File: src/rtl/isp_pkg.sv
package isp_pkg;
    localparam logic [7:0] ADR_DATA = 8'hE2;
    localparam logic [7:0] ADR_AHI  = 8'hE3;
    localparam logic [7:0] ADR_ALO  = 8'hE4;
    localparam logic [7:0] ADR_MODE = 8'hE5;
    localparam logic [7:0] ADR_TRIG = 8'hE6;
    localparam logic [7:0] ADR_CTRL = 8'hE7;

    localparam logic [7:0] KEY_FIRST  = 8'h46;
    localparam logic [7:0] KEY_SECOND = 8'hB9;

    typedef enum logic [2:0] {
        OP_NONE  = 3'd0,
        OP_READ  = 3'd1,
        OP_PROG  = 3'd2,
        OP_ERASE = 3'd3
    } op_e;

    typedef enum logic [2:0] {
        ST_IDLE,
        ST_WAIT,
        ST_READ,
        ST_LATCH,
        ST_WRITE,
        ST_ERASE
    } state_e;
endpackage

File: src/rtl/isp_regs.sv
module isp_regs
    import isp_pkg::*;
#(
    parameter int AW = 16
) (
    input  logic          clk,
    input  logic          rst_n,
    input  logic [7:0]    sfr_addr,
    input  logic [7:0]    sfr_wdata,
    input  logic          sfr_we,
    output logic [7:0]    sfr_rdata,
    input  logic          busy,
    input  logic          ld_en,
    input  logic [7:0]    ld_val,
    output logic [2:0]    cks,
    output op_e           op,
    output logic [AW-1:0] addr,
    output logic [7:0]    data,
    output logic          start,
    output logic          swrst_req,
    output logic          boot_isp
);
    logic       en_q, swbs_q, armed_q, swrst_q;
    logic [2:0] cks_q, mode_q;
    logic [7:0] ahi_q, alo_q, data_q;

    logic wr_ctrl, wr_mode, wr_data, wr_ahi, wr_alo, wr_trig;
    logic key_hit, op_ok;

    assign wr_ctrl = sfr_we && (sfr_addr == ADR_CTRL);
    assign wr_mode = sfr_we && (sfr_addr == ADR_MODE);
    assign wr_data = sfr_we && (sfr_addr == ADR_DATA) && !busy;
    assign wr_ahi  = sfr_we && (sfr_addr == ADR_AHI)  && !busy;
    assign wr_alo  = sfr_we && (sfr_addr == ADR_ALO)  && !busy;
    assign wr_trig = sfr_we && (sfr_addr == ADR_TRIG) && !busy;

    always_ff @(posedge clk or negedge rst_n) begin
        if (!rst_n) begin
            en_q    <= 1'b0;
            swbs_q  <= 1'b0;
            cks_q   <= '0;
            mode_q  <= '0;
            ahi_q   <= '0;
            alo_q   <= '0;
            data_q  <= '0;
            armed_q <= 1'b0;
            swrst_q <= 1'b0;
        end else begin
            swrst_q <= wr_ctrl && sfr_wdata[5];
            if (wr_ctrl) begin
                en_q   <= sfr_wdata[7];
                swbs_q <= sfr_wdata[6];
                cks_q  <= sfr_wdata[2:0];
            end
            if (wr_mode) mode_q <= sfr_wdata[2:0];
            if (wr_ahi)  ahi_q  <= sfr_wdata;
            if (wr_alo)  alo_q  <= sfr_wdata;
            if (ld_en)
                data_q <= ld_val;
            else if (wr_data)
                data_q <= sfr_wdata;
            if (wr_trig) armed_q <= (sfr_wdata == KEY_FIRST);
        end
    end

    assign key_hit = wr_trig && armed_q && (sfr_wdata == KEY_SECOND);
    assign op_ok   = (mode_q == OP_READ) || (mode_q == OP_PROG) || (mode_q == OP_ERASE);
    assign start   = key_hit && en_q && op_ok;

    assign op        = op_e'(mode_q);
    assign cks       = cks_q;
    assign addr      = {ahi_q, alo_q};
    assign data      = data_q;
    assign swrst_req = swrst_q;
    assign boot_isp  = swbs_q;

    always_comb begin
        case (sfr_addr)
            ADR_CTRL: sfr_rdata = {en_q, swbs_q, 3'b000, cks_q};
            ADR_MODE: sfr_rdata = {5'b00000, mode_q};
            ADR_DATA: sfr_rdata = data_q;
            ADR_AHI:  sfr_rdata = ahi_q;
            ADR_ALO:  sfr_rdata = alo_q;
            default:  sfr_rdata = 8'h00;
        endcase
    end
endmodule

File: src/rtl/isp_timer.sv
module isp_timer #(
    parameter int WAIT_UNIT = 4,
    parameter int CNT_W     = 6
) (
    input  logic       clk,
    input  logic       rst_n,
    input  logic       load,
    input  logic       run,
    input  logic [2:0] cks,
    output logic       expired
);
    logic [CNT_W-1:0] cnt_q, span;

    // Faster clock ranges (smaller codes) need more cycles for the same pulse time.
    assign span = CNT_W'((4'd8 - {1'b0, cks}) * WAIT_UNIT);

    always_ff @(posedge clk or negedge rst_n) begin
        if (!rst_n)
            cnt_q <= '0;
        else if (load)
            cnt_q <= span - CNT_W'(1);
        else if (run && cnt_q != '0)
            cnt_q <= cnt_q - CNT_W'(1);
    end

    assign expired = (cnt_q == '0);
endmodule

File: src/rtl/isp_seq.sv
module isp_seq
    import isp_pkg::*;
#(
    parameter int AW        = 16,
    parameter int PAGE_BITS = 9
) (
    input  logic          clk,
    input  logic          rst_n,
    input  logic          start,
    input  op_e           op_in,
    input  logic [AW-1:0] addr_in,
    input  logic [7:0]    data_in,
    input  logic [7:0]    fl_rdata,
    input  logic          tmr_expired,
    output logic          tmr_load,
    output logic          tmr_run,
    output logic          busy,
    output logic [AW-1:0] fl_addr,
    output logic          fl_rd,
    output logic          fl_wr,
    output logic          fl_erase,
    output logic [7:0]    fl_wdata,
    output logic          ld_en,
    output logic [7:0]    ld_val
);
    state_e     state_q, state_d;
    op_e        op_q;
    logic [7:0] old_q;

    always_ff @(posedge clk or negedge rst_n) begin
        if (!rst_n) begin
            state_q <= ST_IDLE;
            op_q    <= OP_NONE;
            old_q   <= '0;
        end else begin
            state_q <= state_d;
            if (state_q == ST_IDLE && start) op_q  <= op_in;
            if (state_q == ST_LATCH)         old_q <= fl_rdata;
        end
    end

    always_comb begin
        state_d = state_q;
        unique case (state_q)
            ST_IDLE:  if (start) state_d = ST_WAIT;
            ST_WAIT:  if (tmr_expired) state_d = (op_q == OP_ERASE) ? ST_ERASE : ST_READ;
            ST_READ:  state_d = ST_LATCH;
            ST_LATCH: state_d = (op_q == OP_PROG) ? ST_WRITE : ST_IDLE;
            ST_WRITE: state_d = ST_IDLE;
            ST_ERASE: state_d = ST_IDLE;
            default:  state_d = ST_IDLE;
        endcase
    end

    always_comb begin
        busy     = (state_q != ST_IDLE);
        tmr_load = (state_q == ST_IDLE) && start;
        tmr_run  = (state_q == ST_WAIT);
        fl_rd    = (state_q == ST_READ);
        fl_wr    = (state_q == ST_WRITE);
        fl_erase = (state_q == ST_ERASE);
        fl_wdata = old_q & data_in;
        ld_en    = (state_q == ST_LATCH) && (op_q == OP_READ);
        ld_val   = fl_rdata;
        fl_addr  = (op_q == OP_ERASE) ? {addr_in[AW-1:PAGE_BITS], {PAGE_BITS{1'b0}}} : addr_in;
    end
endmodule

File: src/rtl/isp_ctrl.sv
module isp_ctrl
    import isp_pkg::*;
#(
    parameter int WAIT_UNIT = 4,
    parameter int PAGE_BITS = 9
) (
    input  logic        clk,
    input  logic        rst_n,
    input  logic [7:0]  sfr_addr,
    input  logic [7:0]  sfr_wdata,
    input  logic        sfr_we,
    output logic [7:0]  sfr_rdata,
    output logic [15:0] fl_addr,
    output logic        fl_rd,
    output logic        fl_wr,
    output logic        fl_erase,
    output logic [7:0]  fl_wdata,
    input  logic [7:0]  fl_rdata,
    output logic        busy,
    output logic        swrst_req,
    output logic        boot_isp
);
    localparam int AW    = 16;
    localparam int CNT_W = $clog2(8 * WAIT_UNIT + 1);

    logic [2:0]    cks;
    op_e           op;
    logic [AW-1:0] addr;
    logic [7:0]    data, ld_val;
    logic          start, ld_en, tmr_load, tmr_run, tmr_expired;

    isp_regs #(.AW(AW)) u_regs (
        .clk(clk), .rst_n(rst_n),
        .sfr_addr(sfr_addr), .sfr_wdata(sfr_wdata), .sfr_we(sfr_we), .sfr_rdata(sfr_rdata),
        .busy(busy), .ld_en(ld_en), .ld_val(ld_val),
        .cks(cks), .op(op), .addr(addr), .data(data), .start(start),
        .swrst_req(swrst_req), .boot_isp(boot_isp)
    );

    isp_timer #(.WAIT_UNIT(WAIT_UNIT), .CNT_W(CNT_W)) u_timer (
        .clk(clk), .rst_n(rst_n), .load(tmr_load), .run(tmr_run),
        .cks(cks), .expired(tmr_expired)
    );

    isp_seq #(.AW(AW), .PAGE_BITS(PAGE_BITS)) u_seq (
        .clk(clk), .rst_n(rst_n), .start(start), .op_in(op),
        .addr_in(addr), .data_in(data), .fl_rdata(fl_rdata),
        .tmr_expired(tmr_expired), .tmr_load(tmr_load), .tmr_run(tmr_run),
        .busy(busy), .fl_addr(fl_addr), .fl_rd(fl_rd), .fl_wr(fl_wr),
        .fl_erase(fl_erase), .fl_wdata(fl_wdata), .ld_en(ld_en), .ld_val(ld_val)
    );
endmodule

File: config.mk
export PLATFORM = sky130hd
export DESIGN_NAME = isp_ctrl
export DESIGN_NICKNAME = d
export VERILOG_FILES = /design/src/rtl/isp_pkg.sv /design/src/rtl/isp_regs.sv /design/src/rtl/isp_timer.sv /design/src/rtl/isp_seq.sv /design/src/rtl/isp_ctrl.sv
export SDC_FILE = /design/constraint.sdc
export NUM_CORES = 1
export LEC_CHECK = 0
export ABC_AREA = 1
export BUFFER_PORTS_ARGS = -buffer_cell sky130_fd_sc_hd__buf_4
export CORE_UTILIZATION = 59
export CTS_CLUSTER_DIAMETER = 100
export CTS_CLUSTER_SIZE = 25
export DETAILED_ROUTE_END_ITERATION = 10
export PLACE_DENSITY = 0.86
export SETUP_SLACK_MARGIN = 0.05
export SLEW_MARGIN = 15
export SYNTH_ARGS = -nofsm -noshare
export SYNTH_HDL_FRONTEND = slang
export SYNTH_SLANG_ARGS = --single-unit
File: constraint.sdc
create_clock -name clk -period 4.54 [get_ports clk]
set_input_delay 0.908 -clock clk [delete_from_list [all_inputs] [get_ports clk]]
set_output_delay 0.908 -clock clk [all_outputs]
set_load 0.02 [all_outputs]
* Word level (Yosys, flattened, before mapping)
Index checks and enable logic that the tools add are counted.
W data, S select, Z words.
** Operators by class
- $add $sub $neg :: 3
- Equal/unequal tests :: 21
- Mux-type cells :: 11
- Bitwise operators :: 1
- Reductions and logical operators :: 28
** Operator list (number)
- $eq A8 B8 Y1 const B :: 7
- $pmux W8 S5 :: 1
- $eq A3 B2 Y1 const B :: 6
- $logic_and A1 B1 Y1 :: 18
- $mux W8 :: 2
- $mux W3 :: 4
- $mux W6 :: 2
- $pmux W3 S4 :: 1
- $sub A6 B1 Y6 const B :: 2
- $eq A3 B1 Y1 const B :: 3
- $mux W9 :: 1
- $and A8 B8 Y8 :: 1
- $eq A8 B7 Y1 const B :: 1
- $eq A3 B3 Y1 const B :: 2
- $logic_not A6 Y1 :: 1
- $reduce_bool A6 Y1 :: 1
- $reduce_bool A2 Y1 :: 2
- $sub A4 B3 Y4 const A :: 1
- $logic_not A3 Y1 :: 1
- $reduce_bool A3 Y1 :: 1
- $logic_or A1 B1 Y1 :: 2
- $ne A2 B1 Y1 const B :: 1
- $ne A2 B2 Y1 const B :: 1
- $reduce_and A2 Y1 :: 1
- $logic_not A1 Y1 :: 1
** Storage, ports and cells
- Register bits after elaboration :: 54
- Input bits :: 27
- Output and inout bits :: 38
- Word-level logic and storage cells :: 77

* Logic depth before layout (Yosys ltp)
Gate-level depths: netlist (run 1).
- Word-level depth :: 9
- Depth in mapped cells :: 10
- Mapped depth without buffers :: 10

* Cells and area by module
From an unflattened synthesis (run 1), not the netlist that was laid out.
** Unflattened totals
- Cells, all modules :: 447
- Area total of the unflattened synthesis :: 3387.0 um^2
** Modules (own cells, without submodules)
- isp_regs :: times used 1, cells an instance 245, area an instance 1999.4 um^2, seq. area each 850.8 um^2
- isp_seq :: times used 1, cells an instance 128, area an instance 898.4 um^2, seq. area each 350.3 um^2
- isp_timer :: times used 1, cells an instance 74, area an instance 489.2 um^2, seq. area each 150.1 um^2

* Worst setup path after synthesis (run 1)
Ideal clock, no wire load.
- Path kind :: input port to output port
- Start :: input sfr_addr[3]
- End :: output sfr_rdata[0]
- Arrival :: 1.905 ns
- Slack :: 1.727 ns
- Cell stages on the path :: 7
- Buffers on the path :: 1
- Cell sequence :: or2_1 -> nor3_2 -> buf_2 -> nand2_1 -> o21ai_0 -> nor2_1 -> nand2_1
** On the way
- Cells in the longest elaborated chain, start to end :: 2
- Elaborated cells on any way between the ends :: 6
- Those cells by class :: 5 x eq/ne; 1 x mux
** Ends and longest elaborated chain
- from (decl) :: line isp_ctrl.sv:9 : input logic [7:0] sfr_addr,
- $eq A8 B8 Y1 :: line isp_regs.sv:78 : case (sfr_addr)
- $pmux W8 S5 * :: line isp_regs.sv:78
- to (decl) :: line isp_ctrl.sv:12 : output logic [7:0] sfr_rdata,
Mark *: on every way between the ends. The rest lies on a longest branch, timed or not.

* Final worst setup path (run 1)
Ends and elaborated chain as after synthesis.

==> results.toml, run 1 <==
[clock_network]
cts_hold_buf = 0
postCtsSetupBuffers = 0
cts_tree = "built"
cts_buffer_depth = 2
clk_latency_ps = 320
cts_num_sinks = 54
cts_resized = 0
htreeDepth = 2
clk_pin_slew_worst_paths_ps = 100
cts_buffers = 5
clockRootBuffer = "clkbuf_8"

[die]
dieWidth_um = 75.0
die_area_mm2 = 0.00562
start_util_pct = 61.5
core_region_area_mm2 = 0.00511
ioPinCount = 65
num_rows = 26
die_h_um = 75.0

[grt]
gr-total-overflow = 0
grt_max_degree = 55
grt_pass1_wl_mm = 12.3
antenna_found_initial = 0
gr-usage-all-layers_pct = 29.7
first_global_vias = 2664

[yosys]
synth-xor-area-share_pct = 1.12
synthCells = 421
ys_top_cells_by_count = "138 x nand2_1, 58 x inv_1, 54 x dfrtp_1"
avgSynthCellArea_um2 = 7.46
synth.area.top_cells = "dfrtp_1 43%, nand2_1 16%, inv_1 6.9%"
ys_seq_area_share_pct = 43.0
netlist.area_leader.share_pct = 43.0
synthAdderAreaFrac_pct = 1.19
ys.flop_type = "dfrtp_1"
ys_types = 31
synth_nets = 451
yosys.area_share.simple_pct = 33.9
synth_area_leader_cell = "dfrtp_1"
synth_edf_count = 0
synth_compound_gate_area_share_pct = 9.56
synth_mux_area_share_pct = 0
syn_area_mm2 = 0.00314
async_reset_ff_share_pct = 100
synth_top_family_by_area = "simple AND/OR/NAND/NOR gates"
yosysMostFrequentCell = "nand2_1"
synth_seq_cells = 54
yosysWarningCount = 0

[cells_and_area]
nFillCells = 413
syn_to_final_growth_pct = 19.0
finalNetCount = 506
drive_above_1_share_pct = 22.4
antenna_cells = 0
postLayoutCellArea_mm2 = 0.00374
final_cell_count_no_fill = 547

[worst_setup_path]
reg2reg_from = "u_seq.op_q[2]"
cp.arrival_ps = 2400
required_ps = 3630
cp-end-kind = "primary output"
startpoint = "sfr_addr[3]"
r2r_slack_ps = 2680
startpoint_type = "primary input"
critPathMaxFanout = 11
worst-setup-path-type = "in2out"

[drt]
drtIter0Drc = 189
via_per_inst = 5.20
wl_mm = 7.58
ant_nets = 0
vias = 2846
wl_per_cell_um = 13.9
dr.pass1.iters = 5
drcViolationCount = 0

[timing]
relSlewSlack_pct = 31.8
slew_viol_final = 0
max_freq_mhz = 303
tightest_slew_ps = 1020
rsz0062_at_grt = "no"
post-route-min-period_ps = 3300
finalCritPeriodShare_pct = 72.8
finClkSkew_ps = 8.14
setup-tns-final_ps = 0
finalSetupViolCount = 0
hold_violations = 0

[job]
cap_violations = 0

[placement]
portBuffers = 64
dp.cells = 539
dp_hpwl_mm = 5.51
placed_area_mm2 = 0.00360
gp_congestion = 0.838

[power]
leakage_nw = 1.98
vdd_drop_max_uv = 171
power_density_mw_per_mm2 = 264

[run_status]
status = "finished, final reports clean"

[min_path]
hold_start = "u_seq.old_q[4]"
hold_class = "reg2reg"
==> layout make-up <==
cell class / instances / area (um^2) / area share (%)
multi-input combinational: 287 / 1440 / 38.4
timing repair buffer: 64 / 480 / 12.8
sequential: 54 / 1350 / 36.1
inverter: 64 / 240 / 6.42
tap: 70 / 87.6 / 2.34
clock buffer: 6 / 82.6 / 2.21
clock inverter: 2 / 60.1 / 1.61
==> worst max-delay path, stage by stage <==
cell	delay [ps]
buf_4	110
or2_1	290
nor3_2	630
nand2_1	100
o21ai_0	110
nor2_1	60
nand2_1	60
buf_4	130
==> logic make-up (layout without fill, tap and decap cells) <==
logic type	count (synthesis)	after routing
flip-flops	54	54
adder cells (fa/ha/maj)	3	3
XOR/XNOR	4	4
AO/OA/AOI/OAI	52	52
AND/OR/NAND/NOR	228	228
buffers and inverters	80	136
==> metrics by stage <==
step	power [mW]	hold slack, ps	worst slack, ps	utilization (%)
after CTS	0.990	499	1260	73.2
after floorplan	0.545	453	1730	-
final	0.987	495	1240	73.2
after global routing	1.02	528	1100	73.2
after global placement	0.592	466	1300	70.4
after detailed placement	0.595	474	1260	70.4
==> power by group <==
part / internal (mW) / total (mW) / switching (mW)
clock network: 0.235 / 0.402 / 0.167
registers: 0.488 / 0.495 / 0.00702
logic: 0.0355 / 0.0904 / 0.0550
==> metal layers <==
| layer | GRT usage, % | share of wire [%] |
|---|---|---|
| met3 | 6.02 | 5.7 |
| met1 | 36.2 | 41 |
| met5 | 0 | 0 |
| met2 | 52.9 | 52 |
| met4 | 9.22 | 1.8 |
==> layout by cell type (no fill, tap or decap), drive strengths merged, types with 4 or more instances in the layout <==
cell and count:
nand2 146, buf 64, inv 64, dfrtp 54, o21ai 45, nor2 37, nand3 27, nor3 8
clkbuf 6, nand4 6, o211ai 4
==> worst paths after layout <==
check / end / cells after the start
setup / recovery: sfr_rdata[0] / 8
hold / removal: u_seq.old_q[4] / 2
setup reg to reg: u_seq.state_q[0] / 7
hold reg to reg: u_seq.old_q[4] / 2
max in group asynchronous: u_seq.state_q[2] / 1
min in group asynchronous: u_regs.ahi_q[1] / 1
==> sequential cells by signal (all words and copies together) (netlist names) <==
name              cells
u_regs.op             3
u_seq.op_q            3
u_regs.en_q           1
u_seq.state_q         3
u_regs.data           8
u_regs.armed_q        1
u_timer.cnt_q         6
u_seq.old_q           8
u_regs.alo_q          8
u_regs.swrst_req      1
u_regs.ahi_q          8
u_regs.cks            3
u_regs.boot_isp       1
(Power assumes the default switching activity.)
==> run 2, diff against run 1 <==
- ABC_AREA: 1 -> 0
- CORE_UTILIZATION: 59 -> 49
- PLACE_DENSITY: 0.86 -> 0.77
- clock period: 4.54 -> 2.91 ns (I/O delays scaled with it)
==> run 2 against run 1 <==
Effect of this change: combinational power grew 50%; area after synthesis fell by 4.7%; total power rose by 34%; global-route usage fell by 6.7 points; setup slack worse by 820 ps; non-clock buffer count grew 3; routed wire length is 7.5% lower; first-iteration DRC count shrank 45%; hold slack worse by 190 ps; register-to-register slack worse by 2000 ps; highest routed layer unchanged.
==> results.toml, run 2 <==
[run_status]
status = "finished, final reports clean"

[worst_setup_path]
cp_num_buf_inv = 2
crit_path_top_delay_cell = "and3_1"
cp-end-kind = "primary output"
critPathMaxFanout = 14
startpoint_type = "primary input"
worst-setup-path-type = "in2out"
crit_top_cell = "buf_4"
cpPeakStageDelay_ps = 390
cpLargestDelayFamily = "simple AND/OR/NAND/NOR gates"
cp.arrival_ps = 1920
crit_chain = "buf_4, nor3b_2, and3_1, a22oi_1, nand2_1, buf_4"
required_ps = 2330

[cells_and_area]
finalNetCount = 356
layout.area.seq_mm2 = 0.00135
nFillCells = 521
drive_above_1_share_pct = 35.4
final_common_cell = "buf_4"
fin_util_pct = 60.3
layout_common_cells = "67 x buf_4, 54 x dfrtp_1, 35 x mux2_2"
final_cell_count_no_fill = 400
syn_to_final_growth_pct = 19.2
antenna_cells = 0
multi_input_area_mm2 = 0.00151

[drt]
wl_per_cell_um = 17.5
drtIter0Drc = 104
via_per_inst = 5.71
dr.pass1.iters = 4
drcViolationCount = 0
wl_mm = 7.01
ant_nets = 0
vias = 2283

[job]
cap_violations = 0

[yosys]
ys_seq_area_share_pct = 45.1
synth_area_leader_cell = "dfrtp_1"
avgSynthCellArea_um2 = 11.1
synth.area.top_cells = "dfrtp_1 45%, mux2_2 13%, mux2i_1 7.0%"
ys_top_cells_by_count = "54 x dfrtp_1, 35 x mux2_2, 21 x and2_1, 21 x mux2i_1, 18 x nor2_1"
synthCells = 269
yosysWarningCount = 0
ys_types = 50
ys.flop_type = "dfrtp_1"
yosysMostFrequentCell = "dfrtp_1"
synth_nets = 299
syn_area_mm2 = 0.00299
synth_edf_count = 0
netlist.area_leader.share_pct = 45.1
async_reset_ff_share_pct = 100
synth_seq_cells = 54

[clock_network]
clockRootBuffer = "clkbuf_8"
cts_num_sinks = 54
cts_buffer_depth = 2
cts_buffers = 5
cts_hold_buf = 0
cts_resized = 0
cts_tree = "built"
htreeDepth = 2
postCtsSetupBuffers = 0
clk_pin_slew_worst_paths_ps = 90
clk_latency_ps = 300

[timing]
relSlewSlack_pct = 47.8
finalSetupViolCount = 0
rsz0062_at_grt = "no"
tightest_slew_ps = 777
finClkSkew_ps = 6.76
setup-tns-final_ps = 0
hold_violations = 0
finalCritPeriodShare_pct = 85.8
slew_viol_final = 0
post-route-min-period_ps = 2500
max_freq_mhz = 400
setup_ws_ps = 413

[power]
leakage_nw = 1.78
power_density_mw_per_mm2 = 371
vdd_drop_max_uv = 279

[grt]
grt.met2_usage_pct = 36.4
busiest_layer = "met2"
gr-usage-all-layers_pct = 23.0
use_met1_pct = 31.8
gr-usage-met3_pct = 4.20
grt_pass1_wl_mm = 11.2
first_global_vias = 2253
gr-total-overflow = 0
grt_max_degree = 55
antenna_found_initial = 0

[placement]
portBuffers = 64
dp.cells = 394
gp_congestion = 0.835
pre_cts_ws_ps = 437
dp_hpwl_mm = 5.11

[die]
dieWidth_um = 80.2
ioPinCount = 65
die_area_mm2 = 0.00643
core_region_area_mm2 = 0.00592
num_rows = 28
die_h_um = 80.2
start_util_pct = 50.6

[min_path]
hold_class = "in2async"
[run 2: kinds of logic (layout without fill, tap and decap cells)]
group | after synthesis | after routing | synth area share, %
DFF | 54 | 54 | 45.1
muxes | 56 | 56 | 20.2
buffers and inverters | 25 | 81 | 4.47
adders and majority gates | 3 | 3 | 1.25
xor gates and xnor gates | 2 | 2 | 0.585
AOI/OAI and AO/OA | 30 | 30 | 7.44
and+or+nand+nor | 99 | 99 | 20.9
[run 2: power by group]
group          total, mW  internal [mW]  leakage, nW  switching (mW)
clock              0.410          0.184       0.0431           0.225
sequential         0.781          0.767        0.691          0.0141
combinational      0.136         0.0624         1.05          0.0733
total               1.33           1.01         1.78           0.313
[run 2: final timing paths]
check | end | depth (start not counted) | slack [ps] | start
hold reg to reg | u_seq.old_q[7] | 1 | 510 | u_seq.old_q[7]
max in group asynchronous | u_regs.alo_q[2] | 1 | 2120 | rst_n
min in group clk | u_seq.old_q[7] | 1 | 510 | u_seq.old_q[7]
setup / recovery | sfr_rdata[5] | 6 | 410 | sfr_addr[2]
hold / removal | u_seq.old_q[4] | 1 | 300 | rst_n
setup reg to reg | u_regs.data[7] | 4 | 700 | u_seq.state_q[2]
[run 2: worst reg2reg max path: cells and delay by family, from the launching register on]
| family | cells | cell delay [ps] |
|---|---|---|
| compound gates | 1 | 60 |
| simple gates | 3 | 1510 |
| flops | 1 | 500 |
[run 2: area by class of cell]
type	instances	area share [%]
multi-input combinational	190	42.3
tap	75	2.63
sequential	54	37.9
clock buffer	6	2.31
inverter	8	0.841
timing repair buffer	67	14.1
[run 2: metrics by stage]
stage          cell area (um^2)  hold slack [ps]  power, mW
2_1_floorplan              2990              286      0.849
4_1_cts                    3570              342       1.34
3_5_place_dp               3490              490      0.931
5_1_grt                    3570              373       1.38
6_report                   3570              303       1.33
3_3_place_gp               3490              481      0.928
[run 2: per-layer routing]
layer	wire, um	vias up
met5	0	-
met4	51	0
met3	343	4
met2	3390	62
met1	3230	1133
li1	-	1084
